==> config.mk <==
export PLATFORM = sky130hd
export DESIGN_NAME = syncpulse_seq
export DESIGN_NICKNAME = d
export VERILOG_FILES = /design/src/rtl/sps_pkg.sv /design/src/rtl/sps_req_merge.sv /design/src/rtl/sps_interval_timer.sv /design/src/rtl/syncpulse_seq.sv
export SDC_FILE = /design/constraint.sdc
export NUM_CORES = 1
export LEC_CHECK = 0
export BUFFER_PORTS_ARGS = -buffer_cell sky130_fd_sc_hd__clkbuf_2
export CAP_MARGIN = 15
export CORE_MARGIN = 1
export CORE_UTILIZATION = 30
export DETAILED_ROUTE_END_ITERATION = 16
export GPL_TIMING_DRIVEN = 0
export HOLD_SLACK_MARGIN = 0.08
export PLACE_DENSITY = 0.59
export SYNTH_ARGS = -nofsm -noshare
export SYNTH_HDL_FRONTEND = slang
export SYNTH_SLANG_ARGS = --single-unit
==> constraint.sdc <==
create_clock -name clk -period 2.3 [get_ports clk]
set_clock_uncertainty 0.1 [all_clocks]
set_input_delay 0 -clock clk [delete_from_list [all_inputs] [get_ports clk]]
set_output_delay 0 -clock clk [all_outputs]
set_load 0.02 [all_outputs]
==> src/rtl/sps_pkg.sv <==
package sps_pkg;

    typedef enum logic [1:0] {
        ST_IDLE  = 2'd0,
        ST_HIGH  = 2'd1,
        ST_GUARD = 2'd2
    } sps_state_e;

    typedef struct packed {
        sps_state_e st;
        logic       sync;
        logic       done;
    } sps_regs_t;

    function automatic int unsigned ceil_div(input int unsigned num, input int unsigned den);
        return (num + den - 1) / den;
    endfunction

endpackage

==> src/rtl/sps_req_merge.sv <==
module sps_req_merge #(
    parameter int N_SRC = 4
) (
    input  logic             clk,
    input  logic             rst,
    input  logic [N_SRC-1:0] src,
    input  logic             capture,
    input  logic             clear,
    output logic             req_now,
    output logic             pend
);
    logic pend_d, pend_q;

    assign req_now = |src;

    always_comb begin
        pend_d = pend_q;
        if (clear) begin
            pend_d = 1'b0;
        end else if (capture && req_now) begin
            pend_d = 1'b1;
        end
    end

    always_ff @(posedge clk) begin
        if (rst) begin
            pend_q <= 1'b0;
        end else begin
            pend_q <= pend_d;
        end
    end

    assign pend = pend_q;
endmodule

==> src/rtl/sps_interval_timer.sv <==
module sps_interval_timer #(
    parameter int CNT_W = 5
) (
    input  logic             clk,
    input  logic             rst,
    input  logic             load,
    input  logic [CNT_W-1:0] load_val,
    output logic             zero
);
    logic [CNT_W-1:0] cnt_d, cnt_q;

    always_comb begin
        cnt_d = cnt_q;
        if (load) begin
            cnt_d = load_val;
        end else if (cnt_q != '0) begin
            cnt_d = cnt_q - 1'b1;
        end
    end

    always_ff @(posedge clk) begin
        if (rst) begin
            cnt_q <= '0;
        end else begin
            cnt_q <= cnt_d;
        end
    end

    assign zero = (cnt_q == '0);
endmodule

==> src/rtl/syncpulse_seq.sv <==
module syncpulse_seq
    import sps_pkg::*;
#(
    parameter int REF_HIGH    = 6,
    parameter int REF_SPACE   = 75,
    parameter int REF_PER_LCL = 4
) (
    input  logic clk,
    input  logic rst,
    input  logic cfg_done_i,
    input  logic div_rewrite_i,
    input  logic pwr_restore_i,
    input  logic clk_loss_i,
    output logic sync_o,
    output logic busy_o,
    output logic done_o
);
    localparam int N_SRC   = 4;
    localparam int HIGH_L  = int'(ceil_div(REF_HIGH, REF_PER_LCL));
    localparam int SPACE_L = int'(ceil_div(REF_SPACE, REF_PER_LCL));
    localparam int GUARD_L = (SPACE_L > HIGH_L) ? (SPACE_L - HIGH_L) : 1;
    localparam int MAX_L   = (HIGH_L > GUARD_L) ? HIGH_L : GUARD_L;
    localparam int CNT_W   = $clog2(MAX_L + 1);

    localparam logic [CNT_W-1:0] HIGH_LOAD  = CNT_W'(HIGH_L - 1);
    localparam logic [CNT_W-1:0] GUARD_LOAD = CNT_W'(GUARD_L - 1);

    sps_regs_t r_d, r_q;

    logic             req_now, pend, capture, clear;
    logic             tmr_load, tmr_zero;
    logic [CNT_W-1:0] tmr_val;

    sps_req_merge #(.N_SRC(N_SRC)) u_merge (
        .clk     (clk),
        .rst     (rst),
        .src     ({clk_loss_i, pwr_restore_i, div_rewrite_i, cfg_done_i}),
        .capture (capture),
        .clear   (clear),
        .req_now (req_now),
        .pend    (pend)
    );

    sps_interval_timer #(.CNT_W(CNT_W)) u_timer (
        .clk      (clk),
        .rst      (rst),
        .load     (tmr_load),
        .load_val (tmr_val),
        .zero     (tmr_zero)
    );

    always_comb begin
        r_d      = r_q;
        r_d.done = 1'b0;
        tmr_load = 1'b0;
        tmr_val  = '0;
        clear    = 1'b0;
        capture  = (r_q.st != ST_IDLE);
        unique case (r_q.st)
            ST_IDLE: begin
                if (req_now) begin
                    r_d.st   = ST_HIGH;
                    r_d.sync = 1'b1;
                    tmr_load = 1'b1;
                    tmr_val  = HIGH_LOAD;
                end
            end
            ST_HIGH: begin
                if (tmr_zero) begin
                    r_d.st   = ST_GUARD;
                    r_d.sync = 1'b0;
                    tmr_load = 1'b1;
                    tmr_val  = GUARD_LOAD;
                end
            end
            ST_GUARD: begin
                if (tmr_zero) begin
                    r_d.done = 1'b1;
                    if (pend || req_now) begin
                        r_d.st   = ST_HIGH;
                        r_d.sync = 1'b1;
                        tmr_load = 1'b1;
                        tmr_val  = HIGH_LOAD;
                        clear    = 1'b1;
                    end else begin
                        r_d.st = ST_IDLE;
                    end
                end
            end
            default: begin
                r_d.st   = ST_IDLE;
                r_d.sync = 1'b0;
            end
        endcase
    end

    always_ff @(posedge clk) begin
        if (rst) begin
            r_q.st   <= ST_IDLE;
            r_q.sync <= 1'b0;
            r_q.done <= 1'b0;
        end else begin
            r_q <= r_d;
        end
    end

    assign sync_o = r_q.sync;
    assign done_o = r_q.done;
    assign busy_o = (r_q.st != ST_IDLE);
endmodule

==> results.json, run 1 <==
{
  "status": "finished, final reports clean",
  "overflow": 0,
  "hold_viol": 0,
  "rr_startpoint": "u_timer.cnt_q[0]",
  "boundaryPins": 9,
  "synth-xor-area-share_pct": 0,
  "final_max_slew_viol_count": 0,
  "setup_ws_ps": 525,
  "final_nets": 86,
  "min_to": "u_merge.pend",
  "worstMarginPinSlew_ps": 549,
  "p_per_area_nw_per_um2": 978,
  "die_w_um": 45.2,
  "clk_pin_slew_ps": 70,
  "critPathMaxFanout": 5,
  "wire_per_inst_um": 11.3,
  "post_cts_buffers": 0,
  "final.setup.tns_ps": 0,
  "synth_fp_nets": 71,
  "via_count": 523,
  "cts_made_buffers": 3,
  "synth_simple_gate_area_share_pct": 33.3,
  "crit_arrival_ps": 1840,
  "period_share_pct": 77.2,
  "seqCellArea_um2": 200,
  "yosys.cell_types.count": 32,
  "grt_pass1_wl_um": 2060,
  "reg2reg_to": "u_timer.cnt_q[3]",
  "path_cells": "inv_1 > ha_1 > or4b_4 > or2_1 > o21ai_2 > nor3b_1",
  "ys.flop_type": "dfxtp_1",
  "finalCriticalPeriod_ps": 1770,
  "dr.pass1.iters": 4,
  "drc": 0,
  "min_from": "div_rewrite_i",
  "htreeDepth": 1,
  "synthCells": 64,
  "post-place-ws_ps": 534,
  "rsz0062_at_grt": "false",
  "rrSetupSlack_ps": 530,
  "die_h_um": 45.2,
  "cts.sinks": 10,
  "portBuffers": 7,
  "async_flop_share_pct": 0,
  "clock-root-buffer": "clkbuf_4",
  "start_kind": "register",
  "synth_compound_area_share_pct": 22.5,
  "dp_hpwl_um": 817,
  "dieArea_um2": 2050,
  "drv_cap": 0,
  "synth_top_family_by_area": "simple AND/OR/NAND/NOR gates",
  "muxShareOfSynthArea_pct": 2.01,
  "endpoint_kind": "register",
  "ff2ff_path_depth": 6,
  "drive_above_1_share_pct": 24.7,
  "synth_edf_count": 0,
  "critPathMaxStageDelay_ps": 520,
  "worstSetupPathType": "reg2reg",
  "crit_buf_inv": 1,
  "multi_input_area_um2": 337,
  "synth-seq-cells": 10,
  "diodes": 0,
  "syn-cell-area_um2": 561,
  "worstSkewPairLatency_ps": 270,
  "whs_path_depth": 3,
  "grt_max_degree": 11,
  "min_path_type": "in2reg",
  "yosysSeqAreaShare_pct": 35.7,
  "core_area_um2": 1750,
  "hold_ws_ps": 90.3,
  "initial_core_util_pct": 32.1,
  "cts_buffer_depth": 2,
  "finalSetupViolCount": 0,
  "rows": 15,
  "syn_area_per_cell_um2": 8.76,
  "worst_path_max_delay_cell": "or4b_4",
  "ant_nets": 0,
  "vias_per_cell": 5.13,
  "wl_um": 1160,
  "drt_iter0_markers": 11,
  "crit_required_ps": 2360,
  "area_growth_pct": 21.2,
  "grt_util_all_layers_pct": 14.5,
  "place.gp.congestion": 0.752,
  "antenna_found_initial": 0,
  "cts_tree": "yes",
  "first_global_vias": 477,
  "fill_cells": 194,
  "timing.slew.headroom_pct": 63.2,
  "synth_fa_ha_area_share_pct": 2.23,
  "irDropWorstVdd_mv": 0.340,
  "yosys_warnings": 0,
  "power_mw": 0.664,
  "p_leak_nw": 0.268,
  "path_delay_family": "simple AND/OR/NAND/NOR gates",
  "fmax_mhz": 563
}
## cell type report
type	count	share of cell area (%)
well taps	25	4.60
clock buffers	3	3.31
inverters	3	1.66
multi-input cells	48	49.5
plain buffers	3	1.84
repair buffers	10	9.58
flip-flops and latches	10	29.5
## power breakdown
group	switching (mW)	internal [mW]
Clock	0.0638	0.0606
Sequential	0.0287	0.208
Combinational	0.170	0.133
## synth_stat cells, drive strengths merged (2+ instances only)
cell   number  area (um^2)
inv         3         11.3
or2         2         12.5
nor2        5         18.8
nor4        2         27.5
nor4b       2         32.5
nor3        2         10.0
nor3b       3         22.5
nand2       6         22.5
dfxtp      10          200
o21ai       5         28.8
a31oi       2         12.5
buf         2         8.75
a21oi       7         38.8
## routing by layer
metal  part of all wire (%)  vias up  GRT usage (%)
li1                       -      266              -
met1                     48      230           18.5
met2                     42       20           20.9
met3                    6.2        7           4.80
met4                    4.0        0           9.09
met5                      0        -              0
## state kept, by name, indices dropped and copies added, names as in the netlist
| name | count |
|---|---|
| u_timer.cnt_q | 5 |
| r_q | 2 |
| done_o | 1 |
| sync_o | 1 |
| u_merge.pend | 1 |
## worst min-delay path, cell delays in order
cell and delay [ps]:
clkbuf_2 110, or4_1 140, o221a_2 180
## worst max-delay path by stage
stage                            end  slack [ps]  cells after the start              from
finish              u_timer.cnt_q[3]         530                      6  u_timer.cnt_q[0]
global route                  r_q[2]         360                      5  u_timer.cnt_q[0]
CTS                 u_timer.cnt_q[2]         520                      6  u_timer.cnt_q[0]
detailed placement  u_timer.cnt_q[2]         530                      6  u_timer.cnt_q[0]
global placement    u_timer.cnt_q[2]         550                      6  u_timer.cnt_q[0]
floorplan           u_timer.cnt_q[2]         660                      6  u_timer.cnt_q[0]
## cell usage in the layout (no fill, tap or decap), drive strengths merged, types with 2 or more instances in the layout
cell and n:
dfxtp 10, nor4b 2, nor4 2, clkbuf 11, inv 3, or2 2
nor3 2, a31oi 2, o21ai 5, nand2 6, nor3b 3, dlygate4sd3 3
buf 2, nor2 5, a21oi 7
## repair_timing
| action | CTS | global route |
|---|---|---|
| hold endpoints to repair | 6 | 0 |
| resized for setup | 0 | 0 |
| hold buffers | 3 | 0 |
## kinds of logic after synthesis
logic type / count (synthesis)
AOI/OAI and AO/OA: 19
adders and majority gates: 1
buffers and inverters: 6
DFF: 10
muxes: 1
and+or+nand+nor: 27
## metrics by stage
stage,instances,instance area (um^2),utilization (%)
floorplan,64,561,-
global placement,96,627,35.9
detailed placement,96,627,35.9
CTS,102,679,38.9
global route,102,679,38.9
finish,102,679,38.9
Note: power is estimated with default switching activity, not from simulation.
==> inputs of run 2 (changes only) <==
- clock period: 2.3 -> 1.8 ns (I/O delays scaled with it)
==> results.json, run 2 (same netlist as run 1, synthesis figures left out) <==
{
  "ant_nets": 0,
  "power_mw": 0.921,
  "portBuffers": 7,
  "antenna_found_initial": 0,
  "endpoint_kind": "register",
  "rrSetupSlack_ps": 100,
  "start_kind": "register",
  "p_leak_nw": 0.293,
  "dieArea_um2": 2050,
  "rows": 15,
  "hold_viol": 0,
  "crit_arrival_ps": 1760,
  "diodes": 0,
  "irDropWorstVdd_mv": 0.453,
  "clock_power_share_pct": 17.2,
  "critPathMaxFanout": 5,
  "grt_pass1_wl_um": 2060,
  "worstSetupPathType": "reg2reg",
  "multi_input_area_um2": 349,
  "period_share_pct": 94.5,
  "power_frac_comb_pct": 50.0,
  "overflow": 0,
  "largest_reg_flops": 5,
  "area_growth_pct": 30.1,
  "wire_per_inst_um": 10.9,
  "fmax_mhz": 588,
  "place.gp.congestion": 0.752,
  "finalCriticalPeriod_ps": 1700,
  "rsz0062_at_grt": "false",
  "cts_buffer_depth": 2,
  "first_global_vias": 477,
  "die_w_um": 45.2,
  "boundaryPins": 9,
  "cts_tree": "yes",
  "clock-root-buffer": "clkbuf_4",
  "worstMarginPinSlew_ps": 415,
  "finalSetupViolCount": 0,
  "core_area_um2": 1750,
  "cts.sinks": 10,
  "fill_cells": 191,
  "seqCellArea_um2": 200,
  "final_nets": 91,
  "p_int_mw": 0.571,
  "drt_iter0_markers": 11,
  "grt_util_all_layers_pct": 14.5,
  "top_regs": "u_timer.cnt_q: 5 flops, r_q: 2 flops",
  "drc": 0,
  "largest-register": "u_timer.cnt_q",
  "clk_pin_slew_ps": 70,
  "p_per_area_nw_per_um2": 1260,
  "wl_um": 1160,
  "dp_hpwl_um": 817,
  "final_common_cell": "dfxtp_1",
  "vias_per_cell": 4.95,
  "die_h_um": 45.2,
  "timing.slew.headroom_pct": 72.4,
  "htreeDepth": 1,
  "p_sw_share_pct": 37.9,
  "p_sw_mw": 0.349,
  "initial_core_util_pct": 32.1,
  "worstSkewPairLatency_ps": 260,
  "dr.pass1.iters": 3,
  "via_count": 530,
  "p_seq_share_pct": 32.8,
  "min_path_type": "in2reg",
  "drv_cap": 0,
  "crit_required_ps": 1860,
  "final.setup.tns_ps": 0,
  "cts_made_buffers": 3,
  "final_max_slew_viol_count": 0,
  "drive_above_1_share_pct": 30.5,
  "status": "finished, final reports clean",
  "grt_max_degree": 11,
  "layout_common_cells": "dfxtp_1 (10), clkbuf_2 (7), a21oi_1 (6), nand2_1 (6)"
}
[run 2: cell types whose count changed in the layout (fill, tap and decap cells not counted), sizes merged]
cell,before,now
buf,2,7
[run 2: metal layers]
layer	track usage, %	routed length [um]	vias to the layer above
met5	0	0	-
met4	9.09	29	0
met3	4.80	47	4
li1	-	-	275
met2	20.9	519	11
met1	18.5	565	240
[run 2: cell type report]
cell class              count  area share [%]
plain buffers               3            1.72
clock buffers               3            3.09
inverters                   3            1.54
multi-input cells          48            47.9
flip-flops and latches     10            27.4
well taps                  25            4.29
repair buffers             15            14.1
[run 2: worst max-delay path: stages (launching register included)]
cell	delay (ps)
dfxtp_1	320
inv_1	90
ha_4	160
or4b_4	490
or2_1	280
o21ai_2	80
nor3b_1	70
[run 2: path summary, 6_finish.rpt]
| check | from | to | cells after the start |
|---|---|---|---|
| worst max-delay path | u_timer.cnt_q[1] | u_timer.cnt_q[3] | 6 |
| worst min-delay path | div_rewrite_i | u_merge.pend | 3 |
| worst max register to register | u_timer.cnt_q[1] | u_timer.cnt_q[3] | 6 |
| worst min register to register | u_timer.cnt_q[1] | u_timer.cnt_q[1] | 1 |
[run 2: metrics by stage]
| step | utilization, % | cell area, um^2 | hold WS [ps] | worst slack, ps | std cells |
|---|---|---|---|---|---|
| detailed placement | 35.9 | 627 | 286 | 33.7 | 96 |
| finish | 41.8 | 729 | 96.9 | 98.4 | 107 |
| floorplan | - | 561 | 130 | 162 | 64 |
| global route | 41.8 | 729 | 130 | 9.78 | 107 |
| CTS | 38.9 | 679 | 97.0 | 21.7 | 102 |
| global placement | 35.9 | 627 | 279 | 45.1 | 96 |
[run 2: timing repair]
item | in CTS | in global routing
resized for setup | 0 | 2
endpoints found under the hold margin | 6 | 0
setup endpoints to repair | 0 | 4
buffers inserted | 0 | 5
hold buffers | 3 | 0
[run 2: power by group through the flow]
stage / clock network (mW) / logic [mW] / registers [mW]
final: 0.158 / 0.461 / 0.302
after global placement: 0 / 0.377 / 0.307
after detailed placement: 0 / 0.381 / 0.309
after floorplan: 0 / 0.290 / 0.313
after CTS: 0.161 / 0.388 / 0.303
after global routing: 0.176 / 0.509 / 0.311
